`config.mk`:
```
export PLATFORM = sky130hd
export DESIGN_NAME = ldd_shadow_seq
export DESIGN_NICKNAME = d
export VERILOG_FILES = /design/src/rtl/ldd_pkg.sv /design/src/rtl/ldd_trig.sv /design/src/rtl/ldd_shadow.sv /design/src/rtl/ldd_serial.sv /design/src/rtl/ldd_shadow_seq.sv
export SDC_FILE = /design/constraint.sdc
export NUM_CORES = 1
export LEC_CHECK = 0
export BUFFER_PORTS_ARGS = -buffer_cell sky130_fd_sc_hd__clkbuf_2
export CORE_ASPECT_RATIO = 2
export CORE_UTILIZATION = 39
export DETAILED_ROUTE_END_ITERATION = 8
export GPL_TIMING_DRIVEN = 0
export SYNTH_ARGS = -nofsm -noshare
export SYNTH_HDL_FRONTEND = slang
export SYNTH_SLANG_ARGS = --single-unit
```
`constraint.sdc`:
```
create_clock -name clk -period 5.4 [get_ports clk]
set_clock_uncertainty 0.05 [all_clocks]
set_input_delay 0.27 -clock clk [delete_from_list [all_inputs] [get_ports clk]]
set_output_delay 0.27 -clock clk [all_outputs]
set_load 0.02 [all_outputs]
```
`src/rtl/ldd_pkg.sv`:
```
package ldd_pkg;
  localparam int AW = 7;
  localparam int DW = 8;
  localparam int SHW = 5;
  localparam int NSH = 1 << SHW;
  localparam int FB = 1 + AW + DW;

  localparam logic [AW-1:0] TOP_CTRL = 7'h19;
  localparam logic [AW-1:0] A_THR    = 7'h04;
  localparam logic [AW-1:0] A_ST1    = 7'h06;
  localparam logic [AW-1:0] A_ST2    = 7'h07;
  localparam logic [AW-1:0] A_BIAS   = 7'h08;
  localparam logic [AW-1:0] A_MOD    = 7'h09;
  localparam logic [AW-1:0] A_HOLE   = 7'h13;

  // control registers replayed from the shadow bank
  function automatic logic is_ctrl(input logic [AW-1:0] a);
    return (a <= TOP_CTRL) && (a != 7'h02) && (a != A_HOLE) &&
           !((a >= A_ST1) && (a <= A_MOD));
  endfunction

  // receiver-side and shared registers take both selects
  function automatic logic both_cs(input logic [AW-1:0] a);
    return (a <= A_THR) || (a == 7'h0E) || (a == 7'h12) ||
           ((a >= 7'h14) && (a <= 7'h17));
  endfunction

  function automatic int count_ctrl();
    int n;
    n = 0;
    for (int a = 0; a <= int'(TOP_CTRL); a++)
      if (is_ctrl(AW'(a))) n++;
    return n;
  endfunction

  localparam int N_CTRL  = count_ctrl();
  localparam int N_STEPS = N_CTRL + 4;
  localparam int STW     = $clog2(N_STEPS);

  typedef enum logic [1:0] {K_COPY, K_READ, K_ZERO} step_kind_t;

  typedef struct packed {
    logic          rw;
    logic [AW-1:0] addr;
    logic [DW-1:0] data;
    logic          both;
  } frame_req_t;

  function automatic logic [AW-1:0] step_addr(input logic [STW-1:0] idx);
    logic [AW-1:0] r;
    int n;
    r = '0;
    n = 0;
    if (int'(idx) >= N_CTRL) begin
      case (int'(idx) - N_CTRL)
        0:       r = A_ST1;
        1:       r = A_ST2;
        2:       r = A_BIAS;
        default: r = A_MOD;
      endcase
    end else begin
      for (int a = 0; a <= int'(TOP_CTRL); a++) begin
        if (is_ctrl(AW'(a))) begin
          if (n == int'(idx)) r = AW'(a);
          n++;
        end
      end
    end
    return r;
  endfunction

  function automatic step_kind_t step_kind(input logic [STW-1:0] idx);
    if (int'(idx) < N_CTRL) return K_COPY;
    if (int'(idx) < N_CTRL + 2) return K_READ;
    return K_ZERO;
  endfunction
endpackage

```
`src/rtl/ldd_trig.sv`:
```
module ldd_trig (
  input  logic clk,
  input  logic rst_n,
  input  logic pwr_ok,
  input  logic tconv_done,
  input  logic txdis,
  output logic trig
);
  logic pwr_q, pwr_seen, txd_q;
  logic pwr_evt, txd_evt;

  always_ff @(posedge clk or negedge rst_n) begin
    if (!rst_n) begin
      pwr_q    <= 1'b0;
      pwr_seen <= 1'b0;
      txd_q    <= 1'b1;   // txdis already high at reset is not an edge
    end else begin
      pwr_q <= pwr_ok;
      txd_q <= txdis;
      if (pwr_evt) pwr_seen <= 1'b1;
    end
  end

  assign pwr_evt = pwr_ok && !pwr_q && !pwr_seen;
  assign txd_evt = txdis && !txd_q;
  assign trig    = pwr_evt || tconv_done || txd_evt;
endmodule

```
`src/rtl/ldd_shadow.sv`:
```
module ldd_shadow
  import ldd_pkg::*;
(
  input  logic           clk,
  input  logic           rst_n,
  input  logic           host_we,
  input  logic [SHW-1:0] host_addr,
  input  logic [DW-1:0]  host_data,
  input  logic           cap_we,
  input  logic [SHW-1:0] cap_addr,
  input  logic [DW-1:0]  cap_data,
  input  logic [SHW-1:0] rd_addr,
  input  logic           los_sel,
  output logic [DW-1:0]  rd_data,
  output logic [DW-1:0]  stat1,
  output logic [DW-1:0]  stat2
);
  logic [DW-1:0] mem [NSH];
  logic [SHW-1:0] rd_idx;

  for (genvar g = 0; g < NSH; g++) begin : g_slot
    always_ff @(posedge clk or negedge rst_n) begin
      if (!rst_n)
        mem[g] <= '0;
      else if (cap_we && cap_addr == SHW'(g))
        mem[g] <= cap_data;
      else if (host_we && host_addr == SHW'(g))
        mem[g] <= host_data;
    end
  end

  // slot 13h holds the low threshold; it replaces slot 04h when selected
  assign rd_idx  = (los_sel && rd_addr == A_THR[SHW-1:0]) ? A_HOLE[SHW-1:0] : rd_addr;
  assign rd_data = mem[rd_idx];
  assign stat1   = mem[A_ST1[SHW-1:0]];
  assign stat2   = mem[A_ST2[SHW-1:0]];
endmodule

```
`src/rtl/ldd_serial.sv`:
```
module ldd_serial
  import ldd_pkg::*;
#(
  parameter int GAP_CYC = 2
) (
  input  logic          clk,
  input  logic          rst_n,
  input  logic          start,
  input  frame_req_t    req,
  output logic          idle,
  output logic          done,
  output logic [DW-1:0] rdata,
  output logic          sclk,
  output logic          cs1_n,
  output logic          cs2_n,
  output logic          sdo,
  output logic          sdo_oe,
  input  logic          sdi
);
  localparam int BW = $clog2(FB);
  localparam int GW = $clog2(GAP_CYC + 1);

  typedef enum logic [1:0] {E_IDLE, E_SHIFT, E_GAP} est_t;
  est_t st;
  logic [FB-1:0] sh;
  logic [BW-1:0] bitc;
  logic          ph, rd_frame, both_q;
  logic [GW-1:0] gcnt;
  logic          last_bit, in_data;

  assign last_bit = bitc == BW'(FB - 1);
  assign in_data  = bitc >= BW'(1 + AW);

  always_ff @(posedge clk or negedge rst_n) begin
    if (!rst_n) begin
      st       <= E_IDLE;
      sh       <= '0;
      bitc     <= '0;
      ph       <= 1'b0;
      rd_frame <= 1'b0;
      both_q   <= 1'b0;
      gcnt     <= '0;
      rdata    <= '0;
    end else begin
      case (st)
        E_IDLE: if (start) begin
          sh       <= {req.rw, req.addr, req.data};
          rd_frame <= req.rw;
          both_q   <= req.both;
          bitc     <= '0;
          ph       <= 1'b0;
          rdata    <= '0;
          st       <= E_SHIFT;
        end
        E_SHIFT: begin
          if (!ph) begin
            ph <= 1'b1;                       // sclk rises next
            if (rd_frame && in_data) rdata <= {rdata[DW-2:0], sdi};
          end else begin
            ph <= 1'b0;                       // sclk falls, data moves
            if (last_bit) begin
              st   <= E_GAP;
              gcnt <= '0;
            end else begin
              bitc <= bitc + 1'b1;
              sh   <= {sh[FB-2:0], 1'b0};
            end
          end
        end
        E_GAP: begin
          if (gcnt == GW'(GAP_CYC - 1)) st <= E_IDLE;
          else gcnt <= gcnt + 1'b1;
        end
        default: st <= E_IDLE;
      endcase
    end
  end

  assign idle   = st == E_IDLE;
  assign done   = (st == E_SHIFT) && ph && last_bit;
  assign sclk   = (st == E_SHIFT) && ph;
  assign cs1_n  = !(st == E_SHIFT);
  assign cs2_n  = !((st == E_SHIFT) && both_q);
  assign sdo    = sh[FB-1];
  assign sdo_oe = (st == E_SHIFT) && !(rd_frame && in_data);
endmodule

```
`src/rtl/ldd_shadow_seq.sv`:
```
module ldd_shadow_seq
  import ldd_pkg::*;
#(
  parameter int GAP_CYC = 2
) (
  input  logic           clk,
  input  logic           rst_n,
  input  logic           pwr_ok,
  input  logic           tconv_done,
  input  logic           txdis,
  input  logic           los_sel,
  input  logic           shd_we,
  input  logic [SHW-1:0] shd_addr,
  input  logic [DW-1:0]  shd_wdata,
  input  logic           man_valid,
  output logic           man_ready,
  input  logic           man_rw,
  input  logic [AW-1:0]  man_addr,
  input  logic [DW-1:0]  man_wdata,
  output logic           rsp_valid,
  input  logic           rsp_ready,
  output logic [DW-1:0]  rsp_data,
  output logic           busy,
  output logic [DW-1:0]  stat1,
  output logic [DW-1:0]  stat2,
  output logic           sclk,
  output logic           cs1_n,
  output logic           cs2_n,
  output logic           sdo,
  output logic           sdo_oe,
  input  logic           sdi
);
  typedef enum logic [1:0] {Q_IDLE, Q_RUN, Q_MAN} qst_t;

  qst_t           q;
  logic [STW-1:0] step;
  logic           waiting, pend, man_rw_q;
  logic           trig;
  logic [AW-1:0]  cur_addr;
  step_kind_t     kind;
  logic           is_last;
  logic [DW-1:0]  shd_rd;
  frame_req_t     pass_req, man_req, eng_req;
  logic           eng_start, eng_idle, eng_done;
  logic [DW-1:0]  eng_rdata;
  logic           man_fire, cap_we;

  ldd_trig u_trig (
    .clk(clk), .rst_n(rst_n), .pwr_ok(pwr_ok), .tconv_done(tconv_done),
    .txdis(txdis), .trig(trig)
  );

  assign cur_addr = step_addr(step);
  assign kind     = step_kind(step);
  assign is_last  = step == STW'(N_STEPS - 1);
  assign cap_we   = (q == Q_RUN) && eng_done && (kind == K_READ);

  ldd_shadow u_shadow (
    .clk(clk), .rst_n(rst_n),
    .host_we(shd_we), .host_addr(shd_addr), .host_data(shd_wdata),
    .cap_we(cap_we), .cap_addr(cur_addr[SHW-1:0]), .cap_data(eng_rdata),
    .rd_addr(cur_addr[SHW-1:0]), .los_sel(los_sel), .rd_data(shd_rd),
    .stat1(stat1), .stat2(stat2)
  );

  always_comb begin
    pass_req.rw   = kind == K_READ;
    pass_req.addr = cur_addr;
    pass_req.data = (kind == K_COPY) ? shd_rd : '0;
    pass_req.both = both_cs(cur_addr);
    man_req.rw    = man_rw;
    man_req.addr  = man_addr;
    man_req.data  = man_rw ? '0 : man_wdata;
    man_req.both  = 1'b1;                     // manual frames use both selects
  end

  assign man_ready = (q == Q_IDLE) && !pend && !trig && !rsp_valid && eng_idle;
  assign man_fire  = man_valid && man_ready;
  assign eng_start = ((q == Q_RUN) && !waiting && eng_idle) || man_fire;
  assign eng_req   = (q == Q_RUN) ? pass_req : man_req;
  assign busy      = q == Q_RUN;

  ldd_serial #(.GAP_CYC(GAP_CYC)) u_serial (
    .clk(clk), .rst_n(rst_n), .start(eng_start), .req(eng_req),
    .idle(eng_idle), .done(eng_done), .rdata(eng_rdata),
    .sclk(sclk), .cs1_n(cs1_n), .cs2_n(cs2_n), .sdo(sdo), .sdo_oe(sdo_oe),
    .sdi(sdi)
  );

  always_ff @(posedge clk or negedge rst_n) begin
    if (!rst_n) begin
      q        <= Q_IDLE;
      step     <= '0;
      waiting  <= 1'b0;
      pend     <= 1'b0;
      man_rw_q <= 1'b0;
    end else begin
      case (q)
        Q_IDLE: begin
          if (trig || pend) begin
            q       <= Q_RUN;
            step    <= '0;
            waiting <= 1'b0;
            pend    <= 1'b0;
          end else if (man_fire) begin
            q        <= Q_MAN;
            man_rw_q <= man_rw;
          end
        end
        Q_RUN: begin
          if (eng_start) waiting <= 1'b1;
          if (eng_done) begin
            waiting <= 1'b0;
            step    <= step + 1'b1;
          end
          if (eng_done && is_last) begin
            step <= '0;
            pend <= 1'b0;
            if (!(trig || pend)) q <= Q_IDLE;   // else replay at once
          end else if (trig) begin
            pend <= 1'b1;
          end
        end
        Q_MAN: begin
          if (trig) pend <= 1'b1;
          if (eng_done) q <= Q_IDLE;
        end
        default: q <= Q_IDLE;
      endcase
    end
  end

  always_ff @(posedge clk or negedge rst_n) begin
    if (!rst_n) begin
      rsp_valid <= 1'b0;
      rsp_data  <= '0;
    end else if ((q == Q_MAN) && eng_done) begin
      rsp_valid <= 1'b1;
      rsp_data  <= man_rw_q ? eng_rdata : '0;
    end else if (rsp_valid && rsp_ready) begin
      rsp_valid <= 1'b0;
    end
  end
endmodule

```
==> reports/metrics.cfg, run 1 <==
[setup_path]
cp_slowest_cell=a21boi_2
worstRegToRegCells=17
r2r-start=step[2]
critPathMaxFanout=10
timing.critical_path.mode_cell=buf_2
worst_ep_arrival_time_ps=5700
slowest_delay_ps=690
required_ps=5830
reg2reg_to=u_serial.sh[3]
worstPathCellList=buf_4 > clkbuf_1 > or2_2 > ha_1 > buf_2 > o21ba_2 > o2bb2ai_1 > o21ai_0 > o21a_1 > buf_2 > nand2_1 > a21boi_2 > buf_2 > o221ai_1 > o22ai_1 > nor2_1 > o31ai_1
crit_path_start_kind=flop
endpoint_kind=flop
crit_type=flop to flop
rrSetupSlack_ps=120

[logic_synthesis]
yosysMostFrequentCell=dfrtp_1
synth_seq_cells=285
seq_area_frac_synth_pct=48.45
synthTopCellsByArea=dfrtp_1, mux2_2, mux2i_1
synth_flop_cell=dfrtp_1
yosysTopAreaCellShare_pct=48.27
syn_inst=1435
synthTopCellsByCount=dfrtp_1, mux2_2, nand2_1
synth.largest_area_cell=dfrtp_1
ys_warn_count=0
ys_types=82
synth_fp_nets=1487
synthArstFlopShare_pct=100.0
syn-cell-area_um2=14720
syn-mean-instance-area_um2=10.26
synth-edff-count=0

[grt]
grt_pass1_vias=12540
antenna_found_initial=0
grt_first_pass_wirelength_mm=81.32
grt_max_degree=108
grt_overflow_total=0
grt_usage_pct=29.00

[placed_design]
post_dp_cell_area_um2=15720
place.gp.congestion=0.9472
dpl.cell_count=1965
dp_hpwl_mm=40.68
portBuffers=68

[sta]
setup_viol_count_final=0
rsz0062_at_grt=false
fmax_mhz=189.5
period_share_pct=97.73
worst_slew_pin_slew_ps=1493
layout_min_cycle_time_ps=5278
slew_viol_final=0
maxSlewHeadroom_pct=0.1059
hold_slack_ps=20.18
hold_viol_final=0

[route]
wl_per_cell_um=27.17
dr.first_iter.drc_count=963
via_per_inst=5.990
drcViolationCount=0
vias=12090
routed_wl_mm=54.85
first_pass_iters=7
drtAntennaViolNets=0

[power]
swShare_pct=26.57
ir_drop_v=0.0002451
p_comb_share_pct=13.7
switchingPower_w=0.001432
seqPwrFrac_pct=50.1
powerDensity_nw_per_um2=322.6
p_leak_nw=7.481
power_w=0.005389
internal_power_w=0.003957
p_clk_share_pct=36.3

[cts]
cts_setup_buffers=0
cts_buffer_depth=3
cts_buffers=26
clk_latency_ps=570
cts.sinks=285
root_buffer=clkbuf_16
cts_tree=done
cts.htree.levels=1
cts.clk_slew.worst_paths_ps=70

[finish]
finalNetCount=1596
area_delta_synth_final_pct=13.48
postLayoutCoreUtil_pct=44.96
fillerInstances=3539
diodes=0
drive_gt1_share_pct=23.85
layout.cells.non_filler=2019
finalInstanceArea_um2=16710

[worst_hold_path]
min-delay-start=man_addr[0]
whs_endpoint=u_serial.sh[8]
worst_hold_path.num_cells=3
min_path_type=input port to flop

[die]
dieArea_um2=38580
die_w_um=139.4
rows=100
start_util_pct=39.62
die_h_um=276.8
fp.coreArea_um2=37160
ios=71

[run_status]
status=complete, but fails checks
violations=max-capacitance violations

[job]
maxCapViolCount=1

[through the flow]
| step | TNS (ps) | setup slack, ps |
|---|---|---|
| final | 0 | 122.4 |
| after global routing | 0 | 73.31 |
| after CTS | 0 | 187.0 |
| after detailed placement | 0 | 179.2 |
| after global placement | -585120 | -2092 |
| after floorplan | 0 | 1645 |
[repair_timing]
| item | CTS | global route |
|---|---|---|
| setup endpoints to repair | 0 | 4 |
| hold buffers | 9 | 0 |
| hold endpoints to repair | 83 | 0 |
| gates resized for setup | 0 | 5 |
[cells in the final DEF (no fill, tap or decap), drive strengths merged, types with 11 or more instances in the layout]
cell    count
a21oi      69
a22oi      11
buf        55
clkbuf    176
dfrtp     284
ha         13
inv        29
mux2      184
mux2i      57
nand2     152
nand3      33
nor2      134
nor2b      15
nor3       21
o21ai     100
o221ai     24
o22ai      29
o31ai      12
[cell type report]
cell class / instances / area, µm² / share of cell area (%)
Buffer: 124 / 594.3 / 3.557
Clock buffer: 35 / 754.5 / 4.516
Clock inverter: 9 / 122.6 / 0.7339
Inverter: 27 / 101.3 / 0.6066
Multi-Input combinational cell: 999 / 6914 / 41.38
Sequential cell: 285 / 7133 / 42.69
Tap cell: 459 / 574.3 / 3.437
Timing Repair Buffer: 81 / 513.0 / 3.070
[metal layers]
| metal | track usage [%] | part of all wire, % |
|---|---|---|
| met5 | 0 | 0 |
| met4 | 25.53 | 10 |
| met3 | 3.579 | 4.7 |
| met2 | 51.29 | 51 |
| met1 | 29.99 | 34 |
[power groups by stage]
stage,sequential (W),combinational [W],clock [W]
2_1_floorplan,0.00265,0.000526,0
3_3_place_gp,0.00271,0.000700,0
3_5_place_dp,0.00273,0.000729,0
4_1_cts,0.00269,0.000736,0.00198
5_1_grt,0.00273,0.000808,0.00205
6_report,0.00270,0.000737,0.00195
[worst max path at each step]
stage                     startpoint                end  slack [ps]  cells past startpoint
after floorplan              step[2]     u_serial.sh[5]        1640                     16
final                        step[2]     u_serial.sh[3]         120                     17
after global placement         rst_n  u_shadow.mem[149]       -2090                      1
after detailed placement     step[2]  u_shadow.mem[182]         180                     15
after CTS                    step[2]  u_shadow.mem[183]         190                     15
after global routing         step[2]     u_serial.sh[3]          70                     17
[registers in the layout, summed over array words and instances (netlist names), 2 cells and up]
register and flops:
q 2, rsp_data 8, u_serial.rdata 8, u_serial.gcnt 2
u_serial.sh 16, u_shadow.mem 212, u_serial.bitc 4, u_shadow.stat2 8
u_shadow.stat1 8, u_serial.st 2, step 5
[critical path, delay by kind of cell (launching register included)]
kind / cells / cell delay, ps
AO/OA/AOI/OAI: 8 / 2720
adder cells (fa/ha/maj): 1 / 170
buffers and inverters: 5 / 1280
flip-flops: 1 / 360
AND/OR/NAND/NOR: 3 / 600
[logic make-up after synthesis]
logic type	synth area share [%]
simple gates	13.06
compound gates	14.60
flops	48.45
mux	17.95
buf+inv	4.717
fa+ha+maj	1.105
xor+xnor	0.1190
No activity file was read; power rests on OpenSTA's default activity.
==> run 2: changes to the inputs <==
CORE_UTILIZATION = 34   (was 39)
==> run 2 against run 1 <==
The flow now finishes without violations. Sequential share of layout area fell by 0.36 points. Critical path depth fell by 1. Critical path type unchanged. Non-clock buffer count fell by 2. First-iteration DRC count fell by 14%. Hold slack got worse by 1.8 ps. Clock-buffer cell count rose by 4. Die area rose by 15%. Maximum frequency fell by 1.6%. Largest power group unchanged. Largest cell class unchanged. Via count rose by 1.3%.
==> reports/metrics.cfg, run 2 (same netlist as run 1, synthesis figures left out) <==
[run_status]
status=complete, no violations

[cts]
root_buffer=clkbuf_16
cts_setup_buffers=0  ; unchanged
cts_tree=done
clk_latency_ps=570  ; about the same
cts.sinks=285  ; unchanged
cts_buffers=26  ; unchanged
cts_buffer_depth=3  ; unchanged
cts.htree.levels=1  ; unchanged
cts.clk_slew.worst_paths_ps=70  ; about the same

[placed_design]
portBuffers=68  ; unchanged
post_dp_cell_area_um2=15830  ; +0.76%
place.gp.congestion=0.9983  ; +5.4%
dp_hpwl_mm=41.88  ; +2.9%

[grt]
grt_first_pass_wirelength_mm=81.43  ; +0.14%
grt_max_degree=111  ; +2.8%
grt_overflow_total=0  ; unchanged
grt_usage_pct=25.67  ; -3.3 points
antenna_found_initial=0  ; unchanged
grt_pass1_vias=12410  ; -1.0%

[finish]
final_cell_mix=dfrtp_1, mux2_2, nand2_1
area_delta_synth_final_pct=14.45
finalNetCount=1594  ; -0.13%
largest-register=u_shadow.mem
finalInstanceArea_um2=16850  ; +0.85%
drive_gt1_share_pct=23.78  ; -0.064 points
top_regs=u_shadow.mem x212, u_serial.sh x16
mostFrequentLayoutCell=dfrtp_1
diodes=0  ; unchanged
largest_reg_flops=212  ; unchanged

[sta]
setup_viol_count_final=0  ; unchanged
hold_viol_final=0  ; unchanged
slew_viol_final=0  ; unchanged
period_share_pct=99.30  ; +1.6 points
worst_slew_pin_slew_ps=1428  ; -64.78 ps
maxSlewHeadroom_pct=4.441  ; +4.3 points
fin_setup_tns_ps=0  ; unchanged
layout_min_cycle_time_ps=5362  ; +84.45 ps
rsz0062_at_grt=false
fmax_mhz=186.5  ; -1.6%

[job]
maxCapViolCount=0  ; -1

[setup_path]
crit_path_start_kind=flop
critPathMaxFanout=10  ; unchanged
reg2reg_to=u_serial.sh[7]
rrSetupSlack_ps=40  ; -80 ps
worstRegToRegCells=16  ; -1
slowest_delay_ps=840  ; +150 ps
r2r-start=step[2]
worst_ep_arrival_time_ps=5740  ; +40 ps
worstPathCellList=buf_4 > clkbuf_1 > or2_2 > ha_1 > buf_2 > o21ba_2 > nor4_1 > o31a_1 > and2_1 > buf_4 > or4b_1 > and2_1 > o21ai_0 > o41ai_1 > o22ai_1 > o31ai_1
cp_slowest_cell=o21ai_0
crit_type=flop to flop
required_ps=5780  ; -50 ps
endpoint_kind=flop

[power]
p_leak_nw=7.498  ; +0.23%
powerDensity_nw_per_um2=324.9  ; +0.72%
power_w=0.005475  ; +1.6%
ir_drop_v=0.0002183  ; -11%

[die]
fp.coreArea_um2=42710  ; +15%
dieArea_um2=44190  ; +15%
die_w_um=149.1  ; +7.0%
rows=107  ; +7.0%
die_h_um=296.3  ; +7.0%
ios=71  ; unchanged
start_util_pct=34.47  ; -5.1 points

[worst_hold_path]
worst_hold_path.num_cells=3  ; unchanged
whs_endpoint=u_serial.sh[10]
min-delay-start=man_addr[2]
min_path_type=input port to flop

[route]
drtAntennaViolNets=0  ; unchanged
via_per_inst=5.822  ; -2.8%
first_pass_iters=6  ; -1
drcViolationCount=0  ; unchanged
routed_wl_mm=55.94  ; +2.0%
vias=12260  ; +1.3%
dr.first_iter.drc_count=828  ; -14%
wl_per_cell_um=26.58  ; -2.2%

run 2: timing repair:
action                                  CTS  global route
hold endpoints to repair                 88             0
hold buffers                              8             0
endpoints found under the setup margin    0            12
resized for setup                         0             7
run 2: area by class of cell:
| class | count | area, µm² |
|---|---|---|
| fillers | 4161 | 25860 |
| flip-flops and latches | 285 | 7133 |
| multi-input cells | 999 | 6930 |
| clock buffers | 39 | 770.7 |
| well taps | 545 | 681.9 |
| plain buffers | 124 | 595.6 |
| repair buffers | 79 | 495.5 |
| clock inverters | 7 | 141.4 |
| inverters | 27 | 101.3 |
run 2: where the power goes:
part           internal, W  total [W]  switching (W)
Clock              0.00118    0.00204       0.000866
Sequential         0.00249    0.00269       0.000209
Combinational     0.000391   0.000737       0.000346
Total              0.00405    0.00547        0.00142
run 2: worst max path at each step:
stage                     startpoint  depth (start not counted)                end  slack (ps)
after floorplan              step[2]                         16     u_serial.sh[5]        1640
after global placement         rst_n                          1  u_shadow.mem[149]       -2090
after detailed placement     step[2]                         15  u_shadow.mem[183]          20
after CTS                    step[2]                         15  u_shadow.mem[182]           2
after global routing         step[2]                         17     u_serial.sh[7]          20
final                        step[2]                         16     u_serial.sh[7]          40
run 2: worst max-delay path, delay by kind of cell, from the launching register on:
family,cells,cell delay [ps]
AOI/OAI and AO/OA,6,2320
adders and majority gates,1,170
buffers and inverters,4,760
DFF,1,360
and+or+nand+nor,5,1520
run 2: per-layer routing:
layer | vias up | part of all wire [%] | global-route usage [%]
met2 | 551 | 52 | 46.63
met1 | 6120 | 33 | 25.01
met3 | 239 | 5.6 | 3.877
li1 | 5345 | - | -
met5 | - | 0 | 0
met4 | 0 | 9.9 | 22.25
run 2: through the flow:
stage          instances  hold WS, ps  setup slack, ps  utilization [%]
2_1_floorplan       1435       -75.59             1645                -
3_3_place_gp        2048        321.0            -2090            36.87
3_5_place_dp        2051        309.3            18.53            37.08
4_1_cts             2105        2.802            2.157            39.40
5_1_grt             2105        63.90            24.31            39.45
6_report            2105        18.36            37.96            39.45
==> run 3: changes to the inputs <==
CORE_UTILIZATION = 62   (was 34)
PLACE_DENSITY = 0.8   (was unset)
==> run 3 against run 2 <==
The flow now finishes with violations (design-rule violations, negative hold slack, max-capacitance violations, max-slew violations). Total power is 1.3% lower. Global-route usage is 16 points higher. First-iteration DRC count is 46% higher. Worst setup slack better by 160 ps. Combinational power is 2% lower. Via count is 2.1% higher. Die area is 45% lower. Critical path depth stayed put. Core utilization is 31 points higher. Sequential power hardly changed. Register-to-register slack better by 160 ps. Largest cell class unchanged. Highest routed layer unchanged.
==> reports/metrics.cfg, run 3 (same netlist as run 1, synthesis figures left out) <==
[run_status]
status=complete, but fails checks
violations=design-rule violations, negative hold slack, max-capacitance violations, max-slew violations

[placed_design]
portBuffers=68  ; unchanged
dpl.cell_count=1788  ; -13%
post_dp_cell_area_um2=15490  ; -2.2%
place.gp.congestion=1.051  ; +5.2%
dp_hpwl_mm=35.79  ; -15%

[setup_path]
crit_type=flop to flop
endpoint_kind=flop
required_ps=5780  ; about the same
worstRegToRegCells=16  ; unchanged
worstPathCellList=buf_4 > clkbuf_1 > or2_2 > ha_1 > buf_2 > o21ba_2 > nor4_1 > o31a_1 > and2_1 > buf_4 > nor2_1 > a21boi_2 > o221ai_1 > o21ai_0 > a211oi_1 > o31ai_1
slowest_delay_ps=760  ; -80 ps
cp_slowest_cell=o221ai_1
worst_ep_arrival_time_ps=5590  ; -150 ps
critPathMaxFanout=10  ; unchanged
crit_path_start_kind=flop
timing.critical_path.mode_cell=buf_4

[finish]
layout.cells.non_filler=1844  ; -12%
largest-register=u_shadow.mem
top_regs=u_shadow.mem x212, u_serial.sh x16
finalNetCount=1595  ; +0.063%
mostFrequentLayoutCell=dfrtp_1
diodes=0  ; unchanged
final_cell_mix=dfrtp_1, mux2_2, nand2_1
drive_gt1_share_pct=23.38  ; -0.40 points
area_delta_synth_final_pct=11.98
largest_reg_flops=212  ; unchanged
finalInstanceArea_um2=16490  ; -2.2%

[sta]
hold_viol_final=1  ; +1
fmax_mhz=192.1  ; +3.0%
worst_slew_pin_slew_ps=1565  ; +136.5 ps
setup_viol_count_final=0  ; unchanged
rsz0062_at_grt=false
slew_viol_final=7  ; +7
maxSlewHeadroom_pct=-5.200  ; -9.6 points
hold_slack_ps=-0.3207  ; -18.68 ps
period_share_pct=96.41  ; -2.9 points
layout_min_cycle_time_ps=5206  ; -155.8 ps

[cts]
clk_latency_ps=600  ; +30 ps
cts_tree=done
cts_buffers=26  ; unchanged
cts.htree.levels=1  ; unchanged
root_buffer=clkbuf_16
cts.sinks=285  ; unchanged
cts_buffer_depth=3  ; unchanged
cts.clk_slew.worst_paths_ps=70  ; about the same

[route]
drcViolationCount=27  ; +27
routed_wl_mm=49.46  ; -12%
via_per_inst=6.787  ; +17%
wl_per_cell_um=26.82  ; +0.93%
first_pass_iters=7  ; +1
drtAntennaViolNets=0  ; unchanged
dr.first_iter.drc_count=1210  ; +46%
vias=12520  ; +2.1%

[power]
p_comb_share_pct=13.4  ; about the same
ir_drop_v=0.0002881  ; +32%
internal_power_w=0.003993  ; -1.5%
seqPwrFrac_pct=50.0  ; +0.8 points
swShare_pct=26.09  ; +0.13 points
switchingPower_w=0.001410  ; -0.80%
p_leak_nw=7.475  ; -0.31%
powerDensity_nw_per_um2=327.7  ; +0.86%
p_clk_share_pct=36.6  ; -0.7 points

[worst_hold_path]
worst_hold_path.num_cells=3  ; unchanged
min_path_type=input port to flop

[die]
fp.coreArea_um2=23330  ; -45%
die_h_um=219.9  ; -26%
ios=71  ; unchanged
start_util_pct=63.11  ; +29 points
dieArea_um2=24400  ; -45%
rows=79  ; -26%
die_w_um=111.0  ; -26%

[grt]
grt_overflow_total=0  ; unchanged
antenna_found_initial=0  ; unchanged
grt_usage_pct=42.01  ; +16 points
grt_first_pass_wirelength_mm=75.07  ; -7.8%
grt_pass1_vias=12720  ; +2.5%
grt_max_degree=113  ; +1.8%

[job]
maxCapViolCount=1  ; +1

## run 3: changes by cell type in the layout (fill, tap and decap cells not counted), sizes merged
cell,delta
clkbuf,-6
clkinv,+5
dlygate4sd3,+2
## run 3: cell type report
| class | instances | area, µm² |
|---|---|---|
| flip-flops and latches | 285 | 7133 |
| multi-input cells | 999 | 6907 |
| fillers | 1801 | 6840 |
| clock buffers | 34 | 700.7 |
| plain buffers | 124 | 593.1 |
| repair buffers | 80 | 504.2 |
| well taps | 283 | 354.1 |
| clock inverters | 12 | 193.9 |
| inverters | 27 | 101.3 |
## run 3: routing by layer
layer	vias up	global-route usage [%]	share of wire (%)
li1	5350	-	-
met1	6096	43.81	33
met2	767	71.03	49
met3	302	7.123	7.6
met4	0	41.51	11
met5	-	0	0
## run 3: stage by stage
stage          setup slack, ps  power (W)  TNS (ps)  util, %
2_1_floorplan             1645   0.003179         0        -
3_3_place_gp             -1808   0.003383   -500620    66.09
3_5_place_dp             342.1   0.003435         0    66.39
4_1_cts                  349.7   0.005379         0    70.66
5_1_grt                  43.21   0.005577         0    70.68
6_report                 193.8   0.005403         0    70.68
## run 3: final timing paths
path	slack (ps)	end	start
max	190	u_serial.sh[7]	step[2]
min	-0.3	u_shadow.mem[134]	shd_wdata[6]
max reg2reg	190	u_serial.sh[7]	step[2]
min reg2reg	420	u_trig.pwr_seen	u_trig.pwr_seen
max in group asynchronous	3550	u_shadow.mem[41]	rst_n
min in group asynchronous	320	rsp_data[4]	rst_n
## run 3: repair_timing
item                                   CTS  global route
gates resized for setup                  0             1
hold buffers                            10             0
setup endpoints to repair                0             2
endpoints found under the hold margin  112             0
buffers inserted                         0             0
## run 3: critical path, delay by kind of cell, from the launching register on
kind / cells / cell delay [ps]
AOI/OAI and AO/OA: 7 / 2420
DFF: 1 / 370
adders and majority gates: 1 / 170
and+or+nand+nor: 4 / 1300
buffers and inverters: 4 / 750
## run 3: power by group through the flow
stage / clock [W] / combinational, W / sequential (W)
final: 0.00198 / 0.000724 / 0.00270
after CTS: 0.00197 / 0.000723 / 0.00269
after global routing: 0.00205 / 0.000794 / 0.00273
after floorplan: 0 / 0.000526 / 0.00265
after global placement: 0 / 0.000678 / 0.00271
after detailed placement: 0 / 0.000713 / 0.00272
